### src/rtl/emhz_pkg.sv
// Shared constants for the emergency high-impedance controller.
// Assumes a 2-bit register word address and a 2-bit pin function code.
package emhz_pkg;

    // register word addresses
    localparam logic [1:0] A_FLAG  = 2'd0;
    localparam logic [1:0] A_CFG   = 2'd1;
    localparam logic [1:0] A_PINEN = 2'd2;
    localparam logic [1:0] A_SWREQ = 2'd3;

    // pin function codes for which the block may float the pin
    localparam logic [1:0] FN_GPIO  = 2'b00;
    localparam logic [1:0] FN_TIMER = 2'b01;

    // true when the selected pin function lets the block take the pin
    function automatic logic fn_drives(input logic [1:0] code);
        return (code == FN_GPIO) || (code == FN_TIMER);
    endfunction

endpackage

### src/rtl/emhz_shd_detect.sv
// One shutdown input: synchronizer, falling-edge detector and low-level counter.
// Assumes the input idles high; set_evt is a one-cycle (edge) or held (level) request.
module emhz_shd_detect #(
    parameter int SYNC_STAGES = 2,
    parameter int LVL_SHORT   = 8,
    parameter int LVL_LONG    = 16
) (
    input  logic clk,
    input  logic rst_n,
    input  logic pin_n,
    input  logic level_mode,
    input  logic long_cnt,
    output logic set_evt
);
    localparam int CNT_W = $clog2(LVL_LONG);

    logic [SYNC_STAGES-1:0] sync_q;
    logic                   smp;
    logic                   prev_q;
    logic [CNT_W-1:0]       low_cnt_q;
    logic [CNT_W-1:0]       lim_m1;

    // bring the asynchronous input into the clock domain
    always_ff @(posedge clk) begin
        if (!rst_n) sync_q <= '1;
        else        sync_q <= {sync_q[SYNC_STAGES-2:0], pin_n};
    end

    assign smp = sync_q[SYNC_STAGES-1];

    // hold the previous synchronized sample for edge detection
    always_ff @(posedge clk) begin
        if (!rst_n) prev_q <= 1'b1;
        else        prev_q <= smp;
    end

    // count consecutive low samples, saturating
    always_ff @(posedge clk) begin
        if (!rst_n)                low_cnt_q <= '0;
        else if (smp)              low_cnt_q <= '0;
        else if (low_cnt_q != '1)  low_cnt_q <= low_cnt_q + 1'b1;
    end

    // pick the low-sample threshold and form the trigger
    always_comb begin
        lim_m1  = long_cnt ? CNT_W'(LVL_LONG - 1) : CNT_W'(LVL_SHORT - 1);
        set_evt = level_mode ? (!smp && (low_cnt_q >= lim_m1))
                             : (prev_q && !smp);
    end

endmodule

### src/rtl/emhz_regs.sv
// Register file: sticky flags with read-then-write-0 clear, config, enables, requests.
// Assumes all fields fit in DATA_W bits; a set event beats a coincident clear.
module emhz_regs
    import emhz_pkg::*;
#(
    parameter int N_SHD  = 4,
    parameter int N_PAIR = 3,
    parameter int N_SGL  = 4,
    parameter int DATA_W = 8
) (
    input  logic                    clk,
    input  logic                    rst_n,
    input  logic                    bus_wr,
    input  logic                    bus_rd,
    input  logic [1:0]              bus_addr,
    input  logic [DATA_W-1:0]       bus_wdata,
    output logic [DATA_W-1:0]       bus_rdata,
    input  logic [N_SHD-1:0]        in_set,
    input  logic                    sh_set,
    output logic [N_SHD:0]          flags,
    output logic [N_SHD-1:0]        mode,
    output logic                    cnt_long,
    output logic                    in_en_last,
    output logic                    sh_en,
    output logic [N_PAIR+N_SGL-1:0] pin_en,
    output logic [N_SGL:0]          sw_req
);
    localparam int N_FLG = N_SHD + 1;
    localparam int N_CFG = N_SHD + 3;
    localparam int N_EN  = N_PAIR + N_SGL;
    localparam int N_SW  = N_SGL + 1;

    logic [N_FLG-1:0] flg_q, armed_q, clr, set_ev;
    logic [N_CFG-1:0] cfg_q;
    logic [N_EN-1:0]  en_q;
    logic [N_SW-1:0]  sw_q;
    logic             wr_flag, rd_flag;
    logic             unused_wbits;

    assign unused_wbits = ^bus_wdata;
    assign wr_flag = bus_wr && (bus_addr == A_FLAG);
    assign rd_flag = bus_rd && (bus_addr == A_FLAG);
    assign set_ev  = {sh_set, in_set};
    assign clr     = {N_FLG{wr_flag}} & ~bus_wdata[N_FLG-1:0] & armed_q;

    // sticky flags: set wins, armed zero-write clears
    always_ff @(posedge clk) begin
        if (!rst_n) flg_q <= '0;
        else        flg_q <= set_ev | (flg_q & ~clr);
    end

    // remember which flags software has seen as 1
    always_ff @(posedge clk) begin
        if (!rst_n)       armed_q <= '0;
        else if (rd_flag) armed_q <= flg_q;
        else if (wr_flag) armed_q <= '0;
    end

    // configuration, pin enable and software request registers
    always_ff @(posedge clk) begin
        if (!rst_n) begin
            cfg_q <= '0;
            en_q  <= '0;
            sw_q  <= '0;
        end else if (bus_wr) begin
            case (bus_addr)
                A_CFG:   cfg_q <= bus_wdata[N_CFG-1:0];
                A_PINEN: en_q  <= bus_wdata[N_EN-1:0];
                A_SWREQ: sw_q  <= bus_wdata[N_SW-1:0];
                default: ;
            endcase
        end
    end

    // read data mux, zero when idle
    always_comb begin
        bus_rdata = '0;
        if (bus_rd) begin
            case (bus_addr)
                A_FLAG:  bus_rdata[N_FLG-1:0] = flg_q;
                A_CFG:   bus_rdata[N_CFG-1:0] = cfg_q;
                A_PINEN: bus_rdata[N_EN-1:0]  = en_q;
                default: bus_rdata[N_SW-1:0]  = sw_q;
            endcase
        end
    end

    assign flags      = flg_q;
    assign mode       = cfg_q[N_SHD-1:0];
    assign cnt_long   = cfg_q[N_SHD];
    assign in_en_last = cfg_q[N_SHD+1];
    assign sh_en      = cfg_q[N_SHD+2];
    assign pin_en     = en_q;
    assign sw_req     = sw_q;

endmodule

### src/rtl/emhz_hz_gate.sv
// Output-short comparator and the two shutdown domains' per-pin gating.
// Assumes pair p drives pins 2p and 2p+1 and single k drives pin 2*N_PAIR+k.
module emhz_hz_gate
    import emhz_pkg::*;
#(
    parameter int N_SHD  = 4,
    parameter int N_PAIR = 3,
    parameter int N_SGL  = 4
) (
    input  logic [N_SHD:0]              flags,
    input  logic                        sh_en,
    input  logic                        in_en_last,
    input  logic [N_PAIR+N_SGL-1:0]     pin_en,
    input  logic [N_SGL:0]              sw_req,
    input  logic [2*(2*N_PAIR+N_SGL)-1:0] pin_fn,
    input  logic [N_PAIR-1:0]           pwm_hi,
    input  logic [N_PAIR-1:0]           pwm_lo,
    output logic                        sh_set,
    output logic [2*N_PAIR+N_SGL-1:0]   pin_hiz
);
    logic hc_trig;
    logic sg_base;

    // both halves of an enabled pair active together
    assign sh_set = |(pwm_hi & pwm_lo & pin_en[N_PAIR-1:0]);

    // trigger of each shutdown domain
    assign hc_trig = (|flags[N_SHD-2:0]) | (flags[N_SHD] & sh_en) | sw_req[0];
    assign sg_base = flags[N_SHD-1] & in_en_last;

    for (genvar p = 0; p < N_PAIR; p++) begin : g_pair
        // both pins of a pair share the pair enable
        assign pin_hiz[2*p]   = pin_en[p] & hc_trig & fn_drives(pin_fn[4*p+1 -: 2]);
        assign pin_hiz[2*p+1] = pin_en[p] & hc_trig & fn_drives(pin_fn[4*p+3 -: 2]);
    end

    for (genvar k = 0; k < N_SGL; k++) begin : g_sgl
        // single channel: own enable, shared input flag or own request
        localparam int PIN = 2*N_PAIR + k;
        assign pin_hiz[PIN] = pin_en[N_PAIR+k] & (sg_base | sw_req[1+k])
                              & fn_drives(pin_fn[2*PIN+1 -: 2]);
    end

endmodule

### src/rtl/emhz_ctrl.sv
// Top: emergency high-impedance controller for timer output pins.
// Assumes shd_n idles high; pin_hiz is combinational from registered state.
module emhz_ctrl #(
    parameter int N_SHD       = 4,
    parameter int N_PAIR      = 3,
    parameter int N_SGL       = 4,
    parameter int SYNC_STAGES = 2,
    parameter int LVL_SHORT   = 8,
    parameter int LVL_LONG    = 16,
    parameter int DATA_W      = 8
) (
    input  logic                            clk,
    input  logic                            rst_n,
    input  logic [N_SHD-1:0]                shd_n,
    input  logic [N_PAIR-1:0]               pwm_hi,
    input  logic [N_PAIR-1:0]               pwm_lo,
    input  logic [2*(2*N_PAIR+N_SGL)-1:0]   pin_fn,
    input  logic                            bus_wr,
    input  logic                            bus_rd,
    input  logic [1:0]                      bus_addr,
    input  logic [DATA_W-1:0]               bus_wdata,
    output logic [DATA_W-1:0]               bus_rdata,
    output logic [2*N_PAIR+N_SGL-1:0]       pin_hiz
);
    localparam int N_EN = N_PAIR + N_SGL;

    logic [N_SHD-1:0] in_set;
    logic [N_SHD-1:0] mode;
    logic             sh_set;
    logic [N_SHD:0]   flags;
    logic             cnt_long;
    logic             in_en_last;
    logic             sh_en;
    logic [N_EN-1:0]  pin_en;
    logic [N_SGL:0]   sw_req;

    for (genvar g = 0; g < N_SHD; g++) begin : g_det
        // one detector per shutdown input
        emhz_shd_detect #(
            .SYNC_STAGES (SYNC_STAGES),
            .LVL_SHORT   (LVL_SHORT),
            .LVL_LONG    (LVL_LONG)
        ) u_det (
            .clk        (clk),
            .rst_n      (rst_n),
            .pin_n      (shd_n[g]),
            .level_mode (mode[g]),
            .long_cnt   (cnt_long),
            .set_evt    (in_set[g])
        );
    end

    emhz_regs #(
        .N_SHD  (N_SHD),
        .N_PAIR (N_PAIR),
        .N_SGL  (N_SGL),
        .DATA_W (DATA_W)
    ) u_regs (
        .clk        (clk),
        .rst_n      (rst_n),
        .bus_wr     (bus_wr),
        .bus_rd     (bus_rd),
        .bus_addr   (bus_addr),
        .bus_wdata  (bus_wdata),
        .bus_rdata  (bus_rdata),
        .in_set     (in_set),
        .sh_set     (sh_set),
        .flags      (flags),
        .mode       (mode),
        .cnt_long   (cnt_long),
        .in_en_last (in_en_last),
        .sh_en      (sh_en),
        .pin_en     (pin_en),
        .sw_req     (sw_req)
    );

    emhz_hz_gate #(
        .N_SHD  (N_SHD),
        .N_PAIR (N_PAIR),
        .N_SGL  (N_SGL)
    ) u_gate (
        .flags      (flags),
        .sh_en      (sh_en),
        .in_en_last (in_en_last),
        .pin_en     (pin_en),
        .sw_req     (sw_req),
        .pin_fn     (pin_fn),
        .pwm_hi     (pwm_hi),
        .pwm_lo     (pwm_lo),
        .sh_set     (sh_set),
        .pin_hiz    (pin_hiz)
    );

endmodule

### config.mk
export PLATFORM = sky130hd
export DESIGN_NAME = emhz_ctrl
export DESIGN_NICKNAME = d
export VERILOG_FILES = /design/src/rtl/emhz_pkg.sv /design/src/rtl/emhz_shd_detect.sv /design/src/rtl/emhz_regs.sv /design/src/rtl/emhz_hz_gate.sv /design/src/rtl/emhz_ctrl.sv
export SDC_FILE = /design/constraint.sdc
export NUM_CORES = 1
export LEC_CHECK = 0
export BUFFER_PORTS_ARGS = -buffer_cell sky130_fd_sc_hd__buf_4
export CAP_MARGIN = 20
export CORE_MARGIN = 2
export CORE_UTILIZATION = 52
export CTS_CLUSTER_DIAMETER = 50
export DETAILED_ROUTE_END_ITERATION = 7
export PLACE_DENSITY = 0.78
export SLEW_MARGIN = 20
export SYNTH_ARGS = -nofsm -noshare
export SYNTH_HDL_FRONTEND = slang
export SYNTH_SLANG_ARGS = --single-unit
### constraint.sdc
create_clock -name clk -period 1.5 [get_ports clk]
set_input_delay 0.15 -clock clk [delete_from_list [all_inputs] [get_ports clk]]
set_output_delay 0.15 -clock clk [all_outputs]
set_load 0.005 [all_outputs]
Word level (Yosys, flattened, before mapping)
Index checks and enable logic that the tools add are counted.
{"block": "totals", "output_inout_bits": 18, "latch_bits": 0, "ram_bits": 0, "rom_bits": 0, "register_bits": 57, "wordCells": 131, "inputBits": 44, "n_memories": 0}
{"block": "op_classes", "shift": 0, "mux": 10, "n_eq_ne": 17, "n_reduce_logical": 45, "order_cmp": 4, "div": 0, "bitwise_logic": 34, "n_mul": 0, "add_sub_neg": 4}
{"operator": "== test 2 x 1 -> 1 bit, second input constant", "n": 11}
{"operator": "zero test 2 bit", "n": 11}
{"operator": "AND 1 bit", "n": 19}
{"operator": "adder 4 x 1 -> 4 bit, second input constant", "n": 4}
{"operator": "greater-or-equal comparator 4 bit", "n": 4}
{"operator": "!= test 4 bit, second input constant", "n": 4}
{"operator": "AND 5 bit", "n": 3}
{"operator": "one-hot mux 5 bit (3 select lines)", "n": 1}
{"operator": "logical AND 1 bit", "n": 10}
{"operator": "logical OR 1 bit", "n": 10}
{"operator": "two-way mux 5 bit", "n": 2}
{"operator": "NOT 5 bit", "n": 2}
{"operator": "OR reduction 2 bit", "n": 4}
{"operator": "two-way mux 7 bit", "n": 1}
{"operator": "AND 3 bit", "n": 2}
{"operator": "OR 1 bit", "n": 6}
{"operator": "AND reduction 2 bit", "n": 3}
{"operator": "OR reduction 3 bit", "n": 2}
{"operator": "OR 5 bit", "n": 1}
{"operator": "== test 2 bit, second input constant", "n": 2}
{"operator": "zero test 1 bit", "n": 4}
{"operator": "two-way mux 1 bit", "n": 4}
{"operator": "two-way mux 4 bit", "n": 1}
{"operator": "one-hot mux 2 bit (2 select lines)", "n": 1}
{"operator": "other kinds (2)", "n": 2}

Longest topological paths before layout
{"block": "depth", "depth_word": 7, "ltp_mapped": 6, "depth_no_buf": 5}

Cells and area by module
From an unflattened synthesis, not the netlist that was laid out.
{"block": "hier_totals", "hier_cells": 319, "area_unflattened_um2": 3022.9}
{"mod": "emhz_regs", "cells_each": 173, "area_each_um2": 1639.1, "seq_area_each_um2": 580.6, "instances": 1}
{"mod": "emhz_shd_detect", "cells_each": 30, "area_each_um2": 305.3, "seq_area_each_um2": 140.1, "instances": 4}
{"mod": "emhz_hz_gate", "cells_each": 26, "area_each_um2": 162.7, "seq_area_each_um2": 0.0, "instances": 1}

Worst setup path after synthesis
Ideal clock, no wire load.
{"block": "synth_path", "kind": "reg-to-reg", "start": "register u_regs.cfg_q[4]", "end": "register u_regs.flg_q[0], in the netlist u_regs.flags[0]", "required_time_ps": 1384, "setup_slack_ps": 270, "stages_incl_launch_ff": 6, "t_arrival_ps": 1114, "synth_period_minus_slack_ps": 1230, "setup_time_ps": 116, "path_buffers": 0, "path_cell_list": "dfxtp_1 > inv_1 > ha_1 > a31oi_1 > a211oi_1 > a31o_2"}
{"block": "synth_via", "elab_chain_cells": 5}
{"item": "from (decl)", "line": "emhz_regs.sv:34", "source": "logic [N_CFG-1:0] cfg_q;"}
{"item": "from (signal assigned)", "line": "emhz_regs.sv:67", "source": "A_CFG: cfg_q <= bus_wdata[N_CFG-1:0];"}
{"item": "two-way mux 4 bit", "line": "emhz_shd_detect.sv:46", "source": "lim_m1 = long_cnt ? CNT_W'(LVL_LONG - 1) : CNT_W'(LVL_SHORT - 1);"}
{"item": "greater-or-equal comparator 4 bit", "line": "emhz_shd_detect.sv:47", "source": "set_evt = level_mode ? (!smp && (low_cnt_q >= lim_m1))"}
{"item": "logical AND 1 bit", "line": "emhz_shd_detect.sv:47"}
{"item": "two-way mux 1 bit", "line": "emhz_shd_detect.sv:47"}
{"item": "OR 5 bit", "line": "emhz_regs.sv:49", "source": "else flg_q <= set_ev | (flg_q & ~clr);"}
{"item": "to (signal assigned)", "line": "emhz_regs.sv:49"}
{"item": "to (decl)", "line": "emhz_regs.sv:33", "source": "logic [N_FLG-1:0] flg_q, armed_q, clr, set_ev;"}
Every way passes these cells.
A chain may end at the register's enable or synchronous reset.

Final worst setup path
{"block": "layout_path", "start": "register u_regs.flg_q[1], in the netlist u_regs.flags[1]", "end": "output port pin_hiz[0]"}
{"block": "layout_via", "elab_chain_cells": 5}
{"item": "OR reduction 3 bit", "line": "emhz_hz_gate.sv:28", "source": "assign hc_trig = (|flags[N_SHD-2:0]) | (flags[N_SHD] & sh_en) | sw_req[0];"}
{"item": "OR 1 bit (2 in a row)", "line": "emhz_hz_gate.sv:28"}
{"item": "AND 1 bit (2 in a row)", "line": "emhz_hz_gate.sv:33", "source": "assign pin_hiz[2*p] = pin_en[p] & hc_trig & fn_drives(pin_fn[4*p+1 -: 2]);"}
{"item": "to (decl)", "line": "emhz_ctrl.sv:23", "source": "output logic [2*N_PAIR+N_SGL-1:0] pin_hiz"}
Every way passes these cells.

==> metrics.csv <==
metric,value,unit
cp.depth,4,
drtPass1Iterations,5,
areaGrowthSynthToFinish,29.4,%
synth_edf_count,0,
drv_slew,0,
reg2reg_slack,0.13,ns
arrival,1.54,ns
diodes,0,
leakage,1.32,nW
cts_root_buffer,clkbuf_8,
synth_top_cell_area_share,45.6,%
slowest_delay,0.57,ns
synth_cell_types,31,
die_x,73.4,microns
synthFlopType,dfxtp_1,
cts_buffer_depth,2,
final_common_cell,buf_4,
grt_usage,24.3,%
status,"complete, but fails checks",
drtIter0Drc,175,
violations,setup timing,
drc,0,
synth.avg_cell_area,8.72,sq um
synth_cells,287,
path_buf_inv,1,
gp_congestion,0.816,
avgViaCountPerCell,5.80,
power.density,983,nW/um^2
setup_ws,-0.193,ns
max_clock_freq,0.591,GHz
final_util,69.0,%
clk_latency,0.33,ns
cpLargestDelayFamily,simple AND/OR/NAND/NOR gates,
grt_pass1_wl,9860,microns
die_y,73.4,microns
required,1.35,ns
clk_pin_slew_worst_paths,0.06,ns
drt-total-wl,6070,microns
die_area,5390,sq um
yosysWarnings,0,
cts_sinks,57,
rr_worst_depth,5,
ios,62,
initial_utilization,53.4,%
peakVddDrop,0.494,mV
final_layout_size_suffix_gt1_share,27.0,%
final_cell_mix,"65 x buf_4, 53 x dfxtp_1, 36 x nor2_1",
syn-num-nets,344,
start_kind,flop,
crit_type,flop to output pin,
core_area,4690,sq um
min_period,1.69,ns
cpMaxStageDelayCell,or4_4,
post-route-period-util,113,%
synthArstFlopShare,0,%
grt_pass1_vias,2172,
numCtsBuffers,9,
setup_violations,8,
pre_cts_ws,0.0359,ns
rsz0062_at_grt,true,
hold_depth,2,
antenna_found_initial,0,
end_kind,output pin,
port_buffers,49,
grt_max_degree,26,
path_cells,or4_4 > o21ai_2 > nor2_1 > buf_4,
fin_nets,412,
hold_viol_final,0,
clock_skew,0.00489,ns
drtAntennaViolNets,0,
wl_per_cell,14.7,microns
grt-ovfl-total,0,
path_max_fanout,3,
rows,25,
synth_largest_area_cell,dfxtp_1,
dp_hpwl,4350,microns
htreeDepth,3,
ys_ff_latch,57,
yosysSeqAreaShare,45.6,%
cts_tree,built,
holdCritPathClass,input port to flop,
syn_area,2500,sq um
num_vias,2397,
netlist_top_cells_area,"dfxtp_1 46%, ha_1 6.5%, a21oi_1 5.6%, nand3_1 5.6%, nor2_1 5.4%",
cap_viol_max_count,0,
layout make-up:
class / count / area [sq um]
sequential: 57 / 1150
fill: 385 / 1450
clock inverter: 2 / 12.5
tap: 54 / 67.6
timing repair buffer: 68 / 519
inverter: 5 / 18.8
clock buffer: 13 / 169
multi-input combinational: 214 / 1300
synthesized netlist by cell type, types with 6 or more instances:
master and instances:
a211oi_1 7, a21oi_1 28, a31oi_1 10, dfxtp_1 57
ha_1 13, nand2_1 28, nand2b_1 8, nand3_1 28
nor2_1 36, o21ai_0 6
flip-flops by register name, indices dropped and copies added (netlist names):
signal and cells:
u_regs.sw_req 5, u_regs.flags 5, u_regs.pin_en 7, g_det.u_det.prev_q 4, u_regs.cfg_q 7, g_det.u_det.low_cnt_q 16
g_det.u_det.sync_q 8, u_regs.armed_q 5
worst paths after layout:
kind | end | start
max | pin_hiz[0] | u_regs.flags[1]
min | g_det[0].u_det.sync_q[0] | shd_n[0]
max reg2reg | u_regs.flags[1] | u_regs.cfg_q[4]
min reg2reg | g_det[0].u_det.sync_q[1] | g_det[0].u_det.sync_q[0]
power breakdown:
part	leakage [nW]	internal (mW)	total, mW	switching [mW]
Combinational	0.767	0.157	0.308	0.151
Sequential	0.466	1.56	1.59	0.0333
Clock	0.0915	0.723	1.29	0.564
Total	1.32	2.44	3.18	0.748
metal layers:
metal | share of wire [%] | wire length (microns) | global-route usage (%)
met1 | 44 | 2660 | 29.9
met2 | 47 | 2860 | 38.0
met3 | 6.9 | 421 | 6.45
met4 | 2.0 | 120 | 14.5
met5 | 0 | 0 | 0
kinds of logic (layout without fill, tap and decap cells):
group,Yosys count,after routing,share of synthesized area [%]
AND/OR/NAND/NOR,122,122,23.8
AO/OA/AOI/OAI,70,70,18.2
flip-flops,57,57,45.6
buffers and inverters,16,88,2.80
adder cells (fa/ha/maj),13,13,6.50
XOR/XNOR,4,4,1.40
multiplexers,4,4,1.60
other,1,1,0.150
through the flow:
stage / hold WS [ns] / area, sq um / TNS [ns] / cells / total power, mW
2_1_floorplan: 0.251 / 2500 / 0 / 287 / 1.76
3_3_place_gp: 0.332 / 3010 / 0 / 395 / 1.91
3_5_place_dp: 0.337 / 3010 / 0 / 395 / 1.92
4_1_cts: 0.00357 / 3200 / -1.27 / 411 / 3.20
5_1_grt: 0.0135 / 3240 / -1.61 / 413 / 3.30
6_report: 0.00821 / 3240 / -1.23 / 413 / 3.18
timing repair:
action | CTS | global route
resized for setup | 0 | 9
endpoints found under the hold margin | 1 | 1
pin swaps | 5 | 4
setup buffers | 0 | 1
setup endpoints to repair | 8 | 10
hold buffers | 1 | 1
No activity file was read; power rests on OpenSTA's default activity.
